===== src/rtl/rmap_pkg.sv =====
package rmap_pkg;
  // Strobes sent from control to datapath for one rename.
  typedef struct packed {
    logic mapWr;   // update map entry of renamed logical register
    logic sbClr;   // clear ready bit of the assigned tag
  } rmapStrobe_t;
endpackage


===== src/rtl/rename_ctrl.sv =====
module rename_ctrl
  import rmap_pkg::*;
#(
  parameter int LOG_INT  = 8,
  parameter int LOG_FP   = 8,
  parameter int PHYS_INT = 16,
  parameter int PHYS_FP  = 16,
  parameter int MISC     = 4,
  parameter int INT_ZERO = 0,
  parameter int FP_ZERO  = 8,
  parameter int CNT_W    = 6,
  localparam int LT   = LOG_INT + LOG_FP,
  localparam int LTOT = LT + MISC,
  localparam int PT   = PHYS_INT + PHYS_FP,
  localparam int PALL = PT + MISC,
  localparam int LW   = $clog2(LTOT),
  localparam int PW   = $clog2(PALL)
) (
  input  logic             clk,
  input  logic             rstN,
  input  logic             renValid,
  input  logic [LW-1:0]    renArch,
  input  logic [PW-1:0]    curMap,
  output logic             renReady,
  output logic [PW-1:0]    renNewTag,
  output logic [PW-1:0]    renPrevTag,
  input  logic             intFreeValid,
  input  logic [PW-1:0]    intFreeTag,
  output logic             intFreePop,
  input  logic             fpFreeValid,
  input  logic [PW-1:0]    fpFreeTag,
  output logic             fpFreePop,
  input  logic [CNT_W-1:0] intFreeCount,
  input  logic [CNT_W-1:0] fpFreeCount,
  output logic [CNT_W-1:0] freeEntries,
  output rmapStrobe_t      strobe,
  output logic [PW-1:0]    clrTag
);
  logic needInt, needFp, wantWr, wantClr, fire;
  logic [PW-1:0] miscTag;

  assign miscTag = PW'(PT) + PW'(renArch) - PW'(LT);

  always_comb begin
    renReady   = 1'b1;
    renNewTag  = '0;
    renPrevTag = '0;
    needInt    = 1'b0;
    needFp     = 1'b0;
    wantWr     = 1'b0;
    wantClr    = 1'b0;
    clrTag     = '0;
    if (int'(renArch) >= LT) begin
      renNewTag  = miscTag;
      renPrevTag = miscTag;
      wantClr    = 1'b1;
      clrTag     = miscTag;
    end else if (renArch == LW'(INT_ZERO) || renArch == LW'(FP_ZERO)) begin
      renNewTag  = curMap;
      renPrevTag = curMap;
    end else if (int'(renArch) < LOG_INT) begin
      needInt    = 1'b1;
      renReady   = intFreeValid;
      renNewTag  = intFreeTag;
      renPrevTag = curMap;
      wantWr     = 1'b1;
      wantClr    = 1'b1;
      clrTag     = intFreeTag;
    end else begin
      needFp     = 1'b1;
      renReady   = fpFreeValid;
      renNewTag  = fpFreeTag;
      renPrevTag = curMap;
      wantWr     = 1'b1;
      wantClr    = 1'b1;
      clrTag     = fpFreeTag;
    end
  end

  assign fire         = renValid & renReady;
  assign intFreePop   = fire & needInt;
  assign fpFreePop    = fire & needFp;
  assign strobe.mapWr = fire & wantWr;
  assign strobe.sbClr = fire & wantClr;

  assign freeEntries = (intFreeCount < fpFreeCount) ? intFreeCount : fpFreeCount;

  // never consume from both lists in one cycle
  p_single_pop_r4: assert property (@(posedge clk) disable iff (!rstN)
    $onehot0({intFreePop, fpFreePop}));
  // a pop only happens against an offered tag
  p_pop_needs_grant_r7: assert property (@(posedge clk) disable iff (!rstN)
    (intFreePop |-> intFreeValid) and (fpFreePop |-> fpFreeValid));
  // granted integer tag lies in the integer physical range
  p_int_tag_range_r3: assert property (@(posedge clk) disable iff (!rstN)
    intFreePop |-> (int'(intFreeTag) < PHYS_INT));
  // granted FP tag lies in the FP physical range
  p_fp_tag_range_r4: assert property (@(posedge clk) disable iff (!rstN)
    fpFreePop |-> (int'(fpFreeTag) >= PHYS_INT && int'(fpFreeTag) < PT));
  // zero registers never allocate
  p_zero_no_pop_r5: assert property (@(posedge clk) disable iff (!rstN)
    (renValid && (renArch == LW'(INT_ZERO) || renArch == LW'(FP_ZERO)))
      |-> (!intFreePop && !fpFreePop && !strobe.mapWr));
  // misc renames stay outside the freeable range
  p_misc_tags_r6: assert property (@(posedge clk) disable iff (!rstN)
    (renValid && int'(renArch) >= LT)
      |-> (int'(renPrevTag) >= PT && !intFreePop && !fpFreePop));
endmodule


===== src/rtl/rename_datapath.sv =====
module rename_datapath
  import rmap_pkg::*;
#(
  parameter int LOG_INT  = 8,
  parameter int LOG_FP   = 8,
  parameter int PHYS_INT = 16,
  parameter int PHYS_FP  = 16,
  parameter int MISC     = 4,
  localparam int LT   = LOG_INT + LOG_FP,
  localparam int LTOT = LT + MISC,
  localparam int PT   = PHYS_INT + PHYS_FP,
  localparam int PALL = PT + MISC,
  localparam int LW   = $clog2(LTOT),
  localparam int PW   = $clog2(PALL),
  localparam int MW   = $clog2(LT)
) (
  input  logic          clk,
  input  logic          rstN,
  input  rmapStrobe_t   strobe,
  input  logic [PW-1:0] wrTag,
  input  logic [PW-1:0] clrTag,
  input  logic [LW-1:0] renArch,
  output logic [PW-1:0] curMap,
  input  logic [LW-1:0] lookupArch,
  output logic [PW-1:0] lookupTag,
  input  logic          wakeValid,
  input  logic [PW-1:0] wakeTag,
  input  logic [PW-1:0] queryTag,
  output logic          queryReady,
  input  logic          setValid,
  input  logic [LW-1:0] setArch,
  input  logic [PW-1:0] setTag
);
  logic [PW-1:0]   mapQ [LT];
  logic [LT-1:0]   setHit, renHit;
  logic [PALL-1:0] readyQ;

  for (genvar g = 0; g < LT; g++) begin : g_map
    localparam logic [PW-1:0] RST_TAG =
      PW'((g < LOG_INT) ? g : (PHYS_INT + g - LOG_INT));
    assign setHit[g] = setValid && (setArch == LW'(g));
    assign renHit[g] = strobe.mapWr && (renArch == LW'(g));
    always_ff @(posedge clk) begin
      if (!rstN)          mapQ[g] <= RST_TAG;
      else if (setHit[g]) mapQ[g] <= setTag;
      else if (renHit[g]) mapQ[g] <= wrTag;
    end
  end

  for (genvar b = 0; b < PALL; b++) begin : g_sb
    localparam bit RST_RDY = (b < LOG_INT) ||
                             (b >= PHYS_INT && b < PHYS_INT + LOG_FP) ||
                             (b >= PT);
    always_ff @(posedge clk) begin
      if (!rstN)                                    readyQ[b] <= RST_RDY;
      else if (strobe.sbClr && clrTag == PW'(b))    readyQ[b] <= 1'b0;
      else if (wakeValid && wakeTag == PW'(b))      readyQ[b] <= 1'b1;
    end
  end

  assign curMap = (int'(renArch) < LT) ? mapQ[renArch[MW-1:0]] : '0;

  always_comb begin
    if (int'(lookupArch) < LT) lookupTag = mapQ[lookupArch[MW-1:0]];
    else                       lookupTag = PW'(PT) + PW'(lookupArch) - PW'(LT);
  end

  assign queryReady = (int'(queryTag) < PALL) ? readyQ[queryTag] : 1'b0;

  // a rename clear beats any same-cycle wakeup
  p_clear_wins_r8: assert property (@(posedge clk) disable iff (!rstN)
    strobe.sbClr |=> !readyQ[$past(clrTag)]);
  // an uncontested wakeup lands
  p_wake_sets_r8: assert property (@(posedge clk) disable iff (!rstN)
    (wakeValid && int'(wakeTag) < PALL && !(strobe.sbClr && clrTag == wakeTag))
      |=> readyQ[$past(wakeTag)]);
  // direct write wins over rename on the same entry
  p_set_wins_r10: assert property (@(posedge clk) disable iff (!rstN)
    (setValid && int'(setArch) < LT) |=> mapQ[$past(setArch[MW-1:0])] == $past(setTag));
  // uncontested rename write reaches the map
  p_map_write_r3: assert property (@(posedge clk) disable iff (!rstN)
    (strobe.mapWr && !(setValid && setArch == renArch))
      |=> mapQ[$past(renArch[MW-1:0])] == $past(wrTag));
endmodule


===== src/rtl/rename_map_top.sv =====
module rename_map_top
  import rmap_pkg::*;
#(
  parameter int LOG_INT  = 8,
  parameter int LOG_FP   = 8,
  parameter int PHYS_INT = 16,
  parameter int PHYS_FP  = 16,
  parameter int MISC     = 4,
  parameter int INT_ZERO = 0,
  parameter int FP_ZERO  = 8,
  parameter int CNT_W    = 6,
  localparam int LTOT = LOG_INT + LOG_FP + MISC,
  localparam int PALL = PHYS_INT + PHYS_FP + MISC,
  localparam int LW   = $clog2(LTOT),
  localparam int PW   = $clog2(PALL)
) (
  input  logic             clk,
  input  logic             rstN,
  input  logic             renValid,
  input  logic [LW-1:0]    renArch,
  output logic             renReady,
  output logic [PW-1:0]    renNewTag,
  output logic [PW-1:0]    renPrevTag,
  input  logic             intFreeValid,
  input  logic [PW-1:0]    intFreeTag,
  output logic             intFreePop,
  input  logic             fpFreeValid,
  input  logic [PW-1:0]    fpFreeTag,
  output logic             fpFreePop,
  input  logic [CNT_W-1:0] intFreeCount,
  input  logic [CNT_W-1:0] fpFreeCount,
  output logic [CNT_W-1:0] freeEntries,
  input  logic [LW-1:0]    lookupArch,
  output logic [PW-1:0]    lookupTag,
  input  logic             wakeValid,
  input  logic [PW-1:0]    wakeTag,
  input  logic [PW-1:0]    queryTag,
  output logic             queryReady,
  input  logic             setValid,
  input  logic [LW-1:0]    setArch,
  input  logic [PW-1:0]    setTag
);
  rmapStrobe_t   strobe;
  logic [PW-1:0] curMap, clrTag;

  rename_ctrl #(
    .LOG_INT(LOG_INT), .LOG_FP(LOG_FP), .PHYS_INT(PHYS_INT), .PHYS_FP(PHYS_FP),
    .MISC(MISC), .INT_ZERO(INT_ZERO), .FP_ZERO(FP_ZERO), .CNT_W(CNT_W)
  ) u_ctrl (
    .clk(clk), .rstN(rstN), .renValid(renValid), .renArch(renArch),
    .curMap(curMap), .renReady(renReady), .renNewTag(renNewTag),
    .renPrevTag(renPrevTag), .intFreeValid(intFreeValid), .intFreeTag(intFreeTag),
    .intFreePop(intFreePop), .fpFreeValid(fpFreeValid), .fpFreeTag(fpFreeTag),
    .fpFreePop(fpFreePop), .intFreeCount(intFreeCount), .fpFreeCount(fpFreeCount),
    .freeEntries(freeEntries), .strobe(strobe), .clrTag(clrTag)
  );

  rename_datapath #(
    .LOG_INT(LOG_INT), .LOG_FP(LOG_FP), .PHYS_INT(PHYS_INT), .PHYS_FP(PHYS_FP),
    .MISC(MISC)
  ) u_dp (
    .clk(clk), .rstN(rstN), .strobe(strobe), .wrTag(renNewTag), .clrTag(clrTag),
    .renArch(renArch), .curMap(curMap), .lookupArch(lookupArch),
    .lookupTag(lookupTag), .wakeValid(wakeValid), .wakeTag(wakeTag),
    .queryTag(queryTag), .queryReady(queryReady), .setValid(setValid),
    .setArch(setArch), .setTag(setTag)
  );
endmodule


===== config.mk =====
export PLATFORM = sky130hd
export DESIGN_NAME = rename_map_top
export DESIGN_NICKNAME = d
export VERILOG_FILES = /design/src/rtl/rmap_pkg.sv /design/src/rtl/rename_ctrl.sv /design/src/rtl/rename_datapath.sv /design/src/rtl/rename_map_top.sv
export SDC_FILE = /design/constraint.sdc
export NUM_CORES = 1
export LEC_CHECK = 0
export BUFFER_PORTS_ARGS = -buffer_cell sky130_fd_sc_hd__buf_4
export CAP_MARGIN = 20
export CELL_PAD_IN_SITES_DETAIL_PLACEMENT = 1
export CELL_PAD_IN_SITES_GLOBAL_PLACEMENT = 2
export CORE_MARGIN = 2
export CORE_UTILIZATION = 42
export DETAILED_ROUTE_END_ITERATION = 6
export PLACE_DENSITY_LB_ADDON = 0.05
export SLEW_MARGIN = 20
export SYNTH_ARGS = -nofsm -noshare
export SYNTH_HDL_FRONTEND = slang
export SYNTH_SLANG_ARGS = --single-unit

===== constraint.sdc =====
create_clock -name clk -period 5.3 [get_ports clk]
set_input_delay 0.53 -clock clk [delete_from_list [all_inputs] [get_ports clk]]
set_output_delay 0.53 -clock clk [all_outputs]
set_load 0.005 [all_outputs]

After elaboration in Yosys (flattened, before gate mapping)
Memories as Yosys holds them, arrays and structs flattened.
Index checks and enable logic that the tools add are counted.
- $add $sub $neg: 4
- multipliers: 0
- divide/modulo/power cells: 0
- order comparisons: 7
- eq/ne operators: 100
- shift operators: 0
- multiplexer cells: 209
- bitwise logic cells: 38
- reductions and logical operators: 145
- operators with widths (kind ; number):
    $mux W6 ; 41
    $eq A6 B5 Y1 const B ; 32
    $mux W1 ; 167
    $logic_and A1 B1 Y1 ; 104
    $eq A6 B4 Y1 const B ; 16
    $eq A5 B4 Y1 const B ; 16
    $eq A6 B3 Y1 const B ; 8
    $eq A6 B6 Y1 const B ; 8
    $eq A5 B3 Y1 const B ; 8
    $reduce_bool A2 Y1 ; 20
    $or A1 B1 Y1 ; 32
    $reduce_or A2 Y1 ; 16
    $eq A6 B2 Y1 const B ; 4
    $eq A5 B2 Y1 const B ; 4
    $add A6 B5 Y6 const A ; 2
    $eq A6 B1 Y1 const B ; 2
    $logic_not A6 Y1 ; 2
    $sub A6 B5 Y6 const B ; 2
    $eq A5 B1 Y1 const B ; 2
    $logic_not A5 Y1 ; 2
    $lt A5 B5 Y1 const B ; 2
    $lt A6 B7 Y1 const B ; 1
    $bmux W1 S6 ; 1
    $lt A6 B6 Y1 ; 1
    6 further kinds ; 10
- bits in registers: 36
- latch bits: 0
- RAM bits: 96
- bits in read-only memories: 0
- bits of input ports: 64
- output and inout port bits: 28
- word-level logic and storage cells: 540
- memories kept: 1
- memory list (memory ; depth ; width ; read ports ; clocked after Yosys merged registers in ; write ports ; RTL line ; RTL):
    u_dp.mapQ ; 16 ; 6 ; 2 ; 0 ; 16 ; rename_datapath.sv:34 ; logic [PW-1:0] mapQ [LT];

Logic depth before layout (Yosys ltp)
Gate-level depths: netlist (run 1).
- depth after elaboration: 12
- gate-level depth with buffers: 8
- mapped depth without buffers: 7

Cells and area by module
From an unflattened synthesis (run 1), not the netlist that was laid out.
- cell total of the unflattened synthesis: 743
- area total of the unflattened synthesis: 8443.1 um^2
- modules (own cells, without submodules) (module ; instances ; cells an instance ; area an instance (um^2) ; seq. area each (um^2)):
    rename_datapath ; 1 ; 665 ; 7891.3 ; 3603.5
    rename_ctrl ; 1 ; 78 ; 551.8 ; 0.0

Worst setup path after synthesis (run 1)
No wires, ideal clock.
- path type: input to output
- start point: input renArch[0]
- end point: output renPrevTag[5]
- arrival: 1984 ps
- required time: 4770 ps
- slack: 2786 ps
- stages: 6
- path buffers: 2
- cell sequence: buf_6 > buf_6 > mux4_1 > a211oi_1 > a21oi_1 > or2_2
- cells in the longest elaborated chain, start to end: 3
- elaborated cells between the ends (all ways): 7
- those cells by class: 2 x add/sub; 2 x order compare; 2 x mux; 1 x memory
- RTL lines (element ; RTL line ; RTL):
    from (decl) ; rename_map_top.sv:20 ; input logic [LW-1:0] renArch,
    $add A6 B5 Y6, or another cell as far along ; rename_ctrl.sv:42 ; assign miscTag = PW'(PT) + PW'(renArch) - PW'(LT);
    $sub A6 B5 Y6 / $mux W6 (equally long branches) ; rename_ctrl.sv:42, rename_datapath.sv:61 ;
    $mux W6 (*) ; rename_ctrl.sv:53 ; if (int'(renArch) >= LT) begin
    to (decl) ; rename_map_top.sv:23 ; output logic [PW-1:0] renPrevTag,
Mark *: on every way between the ends. The rest lies on a longest branch, timed or not.

Worst setup path after layout (run 1)
- start point: input renArch[4]
- end point: output renNewTag[1]
- cells in the longest elaborated chain, start to end: 4
- elaborated cells between the ends (all ways): 10
- those cells by class: 3 x order compare; 1 x eq/ne; 4 x mux; 2 x reduce/logical
- RTL lines (element ; RTL line ; RTL):
    $lt A5 B4 Y1, or another cell as far along ; rename_ctrl.sv:61 ; end else if (int'(renArch) < LOG_INT) begin
    $mux W6, or another cell as far along ; rename_ctrl.sv:61 ;
    $mux W6 ; rename_ctrl.sv:58 ; end else if (renArch == LW'(INT_ZERO) || renArch == LW'(FP_ZERO)) begin
    $mux W6 (*) ; rename_ctrl.sv:53 ;
    to (decl) ; rename_map_top.sv:22 ; output logic [PW-1:0] renNewTag,
Marks and branches as above.

==> results.cfg, run 1 <==
[cts]
clkLatencyLatePin_ps = 430
clock_path_buffers = 2
cts_made_buffers = 17
cts_tree = yes
clockRootBuffer = clkbuf_16
clock_sink_count = 132
postCtsSetupBuffers = 0
h-tree-depth = 4
path_clk_slew_ps = 60
cts_hold_buf = 0
cts_resized = 0

[global_route]
grt_pass1_wl_mm = 51.4
grt.overflow.total = 0
grt_pass1_vias = 8185
grt_max_degree = 40
grt_util_all_layers_pct = 31.5
antenna_found_initial = 0

[power]
p_seq_share_pct = 40.8
p_comb_share_pct = 17.5
leakage_nw = 3.58
vdd.ir_drop.worst_v = 0.000216
p_clk_share_pct = 41.8
p_per_area_nw_per_um2 = 286
switchingPower_mw = 0.889
finalPower_mw = 2.91
p_int_mw = 2.02
p_sw_share_pct = 30.5

[layout]
fin_nets = 974
design_area_um2 = 10200
multi_input_area_um2 = 4870
synthToLayoutAreaGrowth_pct = 15.8
fill_cells = 2218
seqCellArea_um2 = 3600
final_core_util_pct = 50.0
layout-drive-gt1-share_pct = 23.0
final_cells = 1188
antennaDiodeCount = 0

[floorplanning]
die_height_um = 149
die_x_um = 149
core-area_um2 = 20400
io_pins = 92
die-area_um2 = 22100
std_cell_rows = 52
start_util_pct = 43.1

[route]
wirelength_mm = 34.2
vias = 7980
routedWlPerCell_um = 28.8
initialDrtViolationCount = 838
route.detailed.drc = 0
first_pass_iters = 5
ant_nets = 0
routed_via_density = 6.72

[placement]
place_hpwl_mm = 25.1
pre_cts_ws_ps = 1840
io_buffers = 91
dpl_cell_area_um2 = 9590
dp.cells = 1156
gp_congestion = 0.957

[sta]
hold_viol = 0
setup_tns_ps = 0
rsz0062_at_grt = false
drv_slew = 0
fmax_mhz = 282
setup_slack_ps = 1760
holdWs_ps = 493
fin_skew_ps = 10.4
period_needed_ps = 3540
fin_crit_sh_pct = 66.8
setup_viol = 0
timing.slew.headroom_pct = 33.1
worst_pin_slew_ps = 1000

[synth]
synth_edf_count = 96
synth_cell_types = 68
synth_area_leaders = edfxtp_1 (33%), mux4_2 (11%), dfxtp_1 (8.2%)
syn-num-nets = 914
synth.avg_cell_area_um2 = 10.4
synth_area_um2 = 8790
synthCells = 845
ys_warn_count = 0
synth_top_area_share_pct = 32.8
synth_common_cells = nand2_1 (119), edfxtp_1 (96), o21ai_0 (77)
ys_seq_elements = 132
yosysMostFrequentCell = nand2_1
ys_seq_area_share_pct = 41.0
synth_area_leader_cell = edfxtp_1
ys.flop_type = edfxtp_1
async_flop_share_pct = 0

[status]
outcome = complete, no violations

[setup_path]
path_cells = buf_4 > nor2_4 > mux2i_1 > o21ai_1 > a21oi_1 > inv_1 > buf_4
path_max_fanout = 37
cp_slowest_stage_delay_ps = 730
startpoint_type = primary input
crit_type = primary input to output pin
crit_buf_inv = 3
critPathSlowestCell = a21oi_1
worstPathRequired_ps = 4770
worstPathArrival_ps = 3010
path_delay_family = compound AO/OA/AOI/OAI gates
setup.worst_path.end_class = output pin
cpMostUsedCell = buf_4

[flow_run]
maxCapViolations = 0

[min_path]
hp-class = primary input to flop
## final timing paths
kind / cells past startpoint / slack (ps) / endpoint / startpoint
setup / recovery: 7 / 1760 / renNewTag[1] / renArch[4]
hold / removal: 3 / 490 / u_dp.readyQ[23] / wakeTag[0]
setup reg to reg: 5 / 3040 / u_dp.mapQ[3][1] / u_dp.mapQ[9][1]
hold reg to reg: 2 / 500 / u_dp.readyQ[23] / u_dp.readyQ[23]
## metal layers
metal	up-vias	track usage, %	wire, um
li1	3410	-	-
met3	79	5.80	2690
met2	418	53.0	16700
met5	-	0	0
met1	4073	40.3	13700
met4	0	12.4	1150
## layout by cell type (no fill, tap or decap), drive strengths merged, types with 5 or more instances in the layout
| master | Yosys | routed |
|---|---|---|
| nor3b | 12 | 12 |
| nor2 | 70 | 70 |
| nor3 | 18 | 18 |
| inv | 12 | 21 |
| a311oi | 5 | 5 |
| o221a | 8 | 8 |
| ha | 5 | 5 |
| nor4 | 6 | 6 |
| a211oi | 15 | 15 |
| buf | 22 | 97 |
| nand2 | 119 | 119 |
| o21ai | 80 | 80 |
| clkbuf | 34 | 17 |
| nand3b | 6 | 6 |
| mux4 | 60 | 60 |
| clkinv | 1 | 5 |
| mux2i | 9 | 9 |
| and3 | 8 | 8 |
| or3 | 10 | 10 |
| nor2b | 14 | 14 |
| o32a | 14 | 14 |
| nand4 | 7 | 7 |
| nand3 | 33 | 33 |
| nand2b | 8 | 8 |
| and2 | 13 | 13 |
| mux2 | 9 | 9 |
| edfxtp | 96 | 96 |
| a21oi | 42 | 42 |
| a21o | 7 | 7 |
| a31oi | 14 | 14 |
| dfxtp | 36 | 36 |
## power by group through the flow
stage | Combinational (mW) | Sequential [mW] | Clock (mW)
after floorplan | 0.291 | 1.18 | 0
final | 0.508 | 1.19 | 1.22
after detailed placement | 0.499 | 1.21 | 0
after global placement | 0.489 | 1.20 | 0
after CTS | 0.501 | 1.18 | 1.21
after global routing | 0.537 | 1.19 | 1.25
## worst register-to-register path: stages, from the launching register on
cell	delay, ps
edfxtp_1	450
mux4_2	490
nand2_1	80
nand2_1	70
a21oi_1	640
a41oi_1	220
## kinds of logic (layout without fill, tap and decap cells)
logic type	Yosys count	count (layout)	share of synthesized area, %
simple gates	339	339	19.6
compound gates	222	222	16.7
flops	132	132	41.0
mux	78	78	18.2
buf+inv	69	142	3.66
fa+ha+maj	5	5	0.712
## area by class of cell
| type | count | share of cell area (%) |
|---|---|---|
| clock buffers | 17 | 4.18 |
| clock inverters | 15 | 1.59 |
| inverters | 13 | 0.480 |
| multi-input cells | 644 | 47.9 |
| flip-flops and latches | 132 | 35.4 |
| well taps | 270 | 3.32 |
| repair buffers | 97 | 7.16 |
## registers in the layout, summed over array words and instances (netlist names)
| signal | count |
|---|---|
| u_dp.mapQ | 96 |
| u_dp.readyQ | 36 |
Note: power is estimated with default switching activity, not from simulation.
==> run 2: changes to the inputs <==
--- a/config.mk
+++ b/config.mk
@@ -10,7 +10,7 @@
 export CELL_PAD_IN_SITES_DETAIL_PLACEMENT = 1
 export CELL_PAD_IN_SITES_GLOBAL_PLACEMENT = 2
 export CORE_MARGIN = 2
-export CORE_UTILIZATION = 42
+export CORE_UTILIZATION = 35
 export DETAILED_ROUTE_END_ITERATION = 6
 export PLACE_DENSITY_LB_ADDON = 0.05
 export SLEW_MARGIN = 20
==> constraint.sdc (replaced) <==
create_clock -name clk -period 2.9 [get_ports clk]
set_input_delay 0.29 -clock clk [delete_from_list [all_inputs] [get_ports clk]]
set_output_delay 0.29 -clock clk [all_outputs]
set_load 0.005 [all_outputs]
==> results.cfg, run 2 (synthesized netlist as in run 1, its figures left out) <==
[setup_path]
startpoint_type = flop
r2r_setup_slack_ps = 900
path_cells = mux4_2 > and2_1 > a211oi_1 > a21oi_1 > or2_2 > buf_4
timing.rr.end = u_dp.mapQ[3][1]
path_max_fanout = 2
crit_buf_inv = 1
path_delay_family = multiplexers
cp_slowest_stage_delay_ps = 480
setup.worst_path.end_class = output pin
r2r-start = u_dp.mapQ[2][1]
critPathSlowestCell = mux4_2
crit_type = flop to output pin
worstPathRequired_ps = 2610
worstPathArrival_ps = 2390
ff2ff_path_depth = 6

[layout]
multi_input_area_um2 = 4860
fin_nets = 1014
seqCellArea_um2 = 3600
largest_register_ffs = 96
regMostFlops = u_dp.mapQ
synthToLayoutAreaGrowth_pct = 19.6
fill_cells = 2726
final_cell_mix = buf_4 (137), nand2_1 (119), edfxtp_1 (96), o21ai_0 (77), nor2_1 (69)
mostFrequentLayoutCell = buf_4
reg_top3 = u_dp.mapQ: 96 flops, u_dp.readyQ: 36 flops
layout-drive-gt1-share_pct = 25.9
antennaDiodeCount = 0

[placement]
place_hpwl_mm = 26.6
pre_cts_ws_ps = 321
gp_congestion = 0.957
io_buffers = 91

[floorplanning]
std_cell_rows = 57
die-area_um2 = 26400
io_pins = 92
core-area_um2 = 24500
die_height_um = 162
die_x_um = 162
start_util_pct = 35.9

[route]
routed_via_density = 6.26
ant_nets = 0
first_pass_iters = 5
routedWlPerCell_um = 27.5
wirelength_mm = 35.2
initialDrtViolationCount = 854
vias = 8029
route.detailed.drc = 0

[status]
outcome = complete, no violations

[power]
leakage_nw = 3.74
vdd.ir_drop.worst_v = 0.000318
p_per_area_nw_per_um2 = 497
finalPower_mw = 5.22

[global_route]
grt_max_degree = 38
antenna_found_initial = 0
grt_util_all_layers_pct = 26.9
grt_pass1_vias = 7940
grt_pass1_wl_mm = 51.5
grt.overflow.total = 0

[cts]
cts_tree = yes
clockRootBuffer = clkbuf_16
postCtsSetupBuffers = 0
cts_hold_buf = 0
cts_resized = 0
path_clk_slew_ps = 60
clkLatencyLatePin_ps = 420
clock_sink_count = 132
h-tree-depth = 4
clock_path_buffers = 2
cts_made_buffers = 17

[sta]
setup_slack_ps = 216
fmax_mhz = 373
worst_pin_slew_ps = 768
period_needed_ps = 2680
timing.slew.headroom_pct = 48.3
drv_slew = 0
setup_viol = 0
fin_skew_ps = 9.91
fin_crit_sh_pct = 92.5
setup_tns_ps = 0
hold_viol = 0
rsz0062_at_grt = false

[min_path]
hp-class = primary input to flop
hold_end = u_dp.readyQ[23]
min_from = wakeTag[0]
min_path_cells = 3

[flow_run]
maxCapViolations = 0
-- run 2: cell types whose count changed in the layout (fill, tap and decap cells not counted) --
| cell | change |
|---|---|
| o32ai_1 | +1 |
| clkbuf_1 | +1 |
| inv_6 | -2 |
| inv_8 | -3 |
| clkinv_1 | +1 |
| o32ai_2 | -1 |
| clkinvlp_4 | +3 |
| buf_4 | +40 |
| clkinv_2 | +2 |
| clkinv_4 | -2 |
-- run 2: metal layers --
layer | share of wire (%) | global-route usage [%] | wire, um | vias to the layer above
li1 | - | - | - | 3497
met4 | 2.1 | 7.48 | 739 | 0
met1 | 45 | 39.8 | 15800 | 4054
met3 | 9.5 | 5.22 | 3360 | 47
met2 | 43 | 40.1 | 15300 | 431
met5 | 0 | 0 | 0 | -
-- run 2: where the power goes --
part           switching (mW)  total [mW]  leakage, nW  internal [mW]
Sequential             0.0640        2.17         1.22           2.11
Combinational           0.568       0.962         2.26          0.394
Clock                   0.899        2.09        0.263           1.19
-- run 2: worst max path at each step --
stage          slack, ps             from          endpoint  cells past startpoint
2_1_floorplan        870       renArch[0]     renPrevTag[5]                      6
3_3_place_gp         330       renArch[3]  u_dp.mapQ[12][1]                      6
3_5_place_dp         320       renArch[3]  u_dp.mapQ[12][1]                      6
4_1_cts              240  u_dp.mapQ[8][5]     renPrevTag[5]                      6
5_1_grt              100  u_dp.mapQ[8][5]     renPrevTag[5]                      6
6_report             220  u_dp.mapQ[8][5]     renPrevTag[5]                      6
-- run 2: metrics by stage --
stage / hold slack, ps / cell area, um2 / utilization [%] / instances
global placement: 483 / 9950 / 40.7 / 1250
detailed placement: 508 / 9950 / 40.7 / 1250
CTS: 251 / 10500 / 42.9 / 1282
finish: 274 / 10500 / 42.9 / 1282
global route: 306 / 10500 / 42.9 / 1282
floorplan: 463 / 8790 / - / 845
-- run 2: final cells by class --
class | count | share of cell area (%)
repair buffers | 137 | 9.79
multi-input cells | 644 | 46.3
well taps | 324 | 3.86
flip-flops and latches | 132 | 34.3
clock buffers | 18 | 4.09
clock inverters | 14 | 1.23
inverters | 13 | 0.465
-- run 2: worst reg2reg max path, delay by kind of cell (launching register included) --
kind / cells / cell delay [ps]
AND/OR/NAND/NOR: 2 / 210
AO/OA/AOI/OAI: 2 / 350
flip-flops: 1 / 450
multiplexers: 1 / 510
buffers and inverters: 1 / 190
==> run 3: changes to the inputs <==
--- a/config.mk
+++ b/config.mk
@@ -10,10 +10,11 @@
 export CELL_PAD_IN_SITES_DETAIL_PLACEMENT = 1
 export CELL_PAD_IN_SITES_GLOBAL_PLACEMENT = 2
 export CORE_MARGIN = 2
-export CORE_UTILIZATION = 35
+export CORE_UTILIZATION = 36
 export DETAILED_ROUTE_END_ITERATION = 6
 export PLACE_DENSITY_LB_ADDON = 0.05
 export SLEW_MARGIN = 20
 export SYNTH_ARGS = -nofsm -noshare
 export SYNTH_HDL_FRONTEND = slang
+export SYNTH_HIERARCHICAL = 1
 export SYNTH_SLANG_ARGS = --single-unit
==> results.cfg, run 3 <==
[sta]
setup_viol = 0
drv_slew = 0
fmax_mhz = 347
hold_viol = 0
fin_crit_sh_pct = 99.4
timing.slew.headroom_pct = 46.6
rsz0062_at_grt = false
fin_skew_ps = 16.3
worst_pin_slew_ps = 793
period_needed_ps = 2880

[setup_path]
path_cells = mux4_2 > mux4_2 > nor2b_1 > a21o_1 > buf_4
startpoint_type = flop
crit_type = flop to output pin
path_max_fanout = 8
worstPathArrival_ps = 2590
critPathSlowestCell = mux4_2
cp_slowest_stage_delay_ps = 510
worstPathRequired_ps = 2610
setup.worst_path.end_class = output pin
cpMostUsedCell = mux4_2

[route]
route.detailed.drc = 0
routed_via_density = 6.18
routedWlPerCell_um = 27.6
initialDrtViolationCount = 548
wirelength_mm = 32.3
vias = 7229
first_pass_iters = 5
ant_nets = 0

[synth]
synth_common_cells = edfxtp_1 (96), nor2_1 (66), mux4_2 (63)
syn-num-nets = 812
synth.avg_cell_area_um2 = 11.4
ys_seq_area_share_pct = 42.7
synth_area_um2 = 8440
async_flop_share_pct = 0
synth_area_leader_cell = edfxtp_1
synth_area_leaders = edfxtp_1 (34%), mux4_2 (17%), dfxtp_1 (8.5%)
yosysMostFrequentCell = edfxtp_1
ys_warn_count = 6
synth_top_area_share_pct = 34.1
synthCells = 743
synth_cell_types = 64
ys.flop_type = edfxtp_1
ys_seq_elements = 132
synth_edf_count = 96

[layout]
seqCellArea_um2 = 3600
layout-drive-gt1-share_pct = 32.0
mostFrequentLayoutCell = buf_4
fill_cells = 2555
fin_nets = 907
regMostFlops = u_dp/mapQ
final_core_util_pct = 44.6
final_cell_mix = buf_4 (127), edfxtp_1 (96), nor2_1 (66), mux4_2 (63), a22o_1 (54)
reg_top3 = u_dp/mapQ: 96 flops, u_dp/readyQ: 36 flops
largest_register_ffs = 96
synthToLayoutAreaGrowth_pct = 22.8
antennaDiodeCount = 0
multi_input_area_um2 = 4520

[placement]
place_hpwl_mm = 24.8
gp_congestion = 0.867
io_buffers = 91

[global_route]
grt_pass1_wl_mm = 48.0
grt_pass1_vias = 7446
antenna_found_initial = 0
grt_util_all_layers_pct = 26.7
grt_max_degree = 42
grt.overflow.total = 0

[floorplanning]
start_util_pct = 36.3
core-area_um2 = 23300
io_pins = 92
die_height_um = 157
std_cell_rows = 56
die_x_um = 157
die-area_um2 = 24700

[status]
outcome = complete, no violations

[cts]
clkLatencyLatePin_ps = 430
clock_path_buffers = 2
clockRootBuffer = clkbuf_16
cts_tree = yes
cts_hold_buf = 0
cts_made_buffers = 17
path_clk_slew_ps = 60
clock_sink_count = 132
h-tree-depth = 4

[power]
finalPower_mw = 5.42
vdd.ir_drop.worst_v = 0.000234
p_per_area_nw_per_um2 = 523
leakage_nw = 3.75

[flow_run]
maxCapViolations = 0

[min_path]
hp-class = primary input to flop
## run 3: cell types whose count changed in the layout (fill, tap and decap cells not counted), sizes merged, moves of 14 or more
cell   change
o21ai     -44
nand2     -78
a21oi     -14
o32a      -14
a22oi     +29
a22o      +50
## run 3: routing by layer
metal,global-route usage [%],share of wire [%],up-vias
met5,0,0,-
met4,8.27,2.3,0
met3,3.39,5.5,47
met2,47.2,51,313
met1,34.1,41,3724
li1,-,-,3145
## run 3: cell type report
class | instances | share of cell area [%]
clock buffer | 25 | 5.43
timing repair buffer | 137 | 10.9
clock inverter | 7 | 0.760
inverter | 20 | 0.724
sequential | 132 | 34.8
multi-input combinational | 530 | 43.6
tap | 319 | 3.85
## run 3: final timing paths
kind                           end  slack, ps             from  cells after the start
setup reg to reg  u_dp/mapQ[13][2]        210  u_dp/mapQ[6][2]                     10
hold reg to reg    u_dp/readyQ[11]        490  u_dp/readyQ[11]                      2
setup / recovery      renNewTag[1]         20  u_dp/mapQ[7][1]                      5
hold / removal     u_dp/mapQ[6][0]        270        setTag[0]                      2
## run 3: worst max-delay path, delay by kind of cell, from the launching register on
family          cells  cell delay (ps)
mux                 2             1020
flops               1              420
compound gates      1              330
buf+inv             1              210
simple gates        1              200
## run 3: through the flow
stage	setup WS (ps)	cell area [um2]	hold slack (ps)	instances	TNS, ps
after floorplan	21.1	8440	446	743	0
after global placement	-120	9650	465	1133	-1090
after detailed placement	-98.1	9650	477	1133	-794
after CTS	-70.3	10400	248	1172	-108
after global routing	4.65	10400	260	1170	0
final	16.3	10400	266	1170	0
## run 3: logic make-up after synthesis
kind of cell / count (synthesis) / share of synthesized area, %
and+or+nand+nor: 232 / 14.5
AOI/OAI and AO/OA: 198 / 17.1
DFF: 132 / 42.7
muxes: 95 / 20.8
buffers and inverters: 81 / 4.25
adders and majority gates: 5 / 0.741
## run 3: what timing repair did
action	4_1_cts	5_1_grt
buffers inserted	7	1
gates cloned	0	0
pin swaps	2	3
endpoints found under the setup margin	2	3
gates resized for setup	8	6
## run 3: power by group
group	internal (mW)	switching, mW
clock	1.45	0.881
sequential	2.11	0.0680
combinational	0.420	0.491
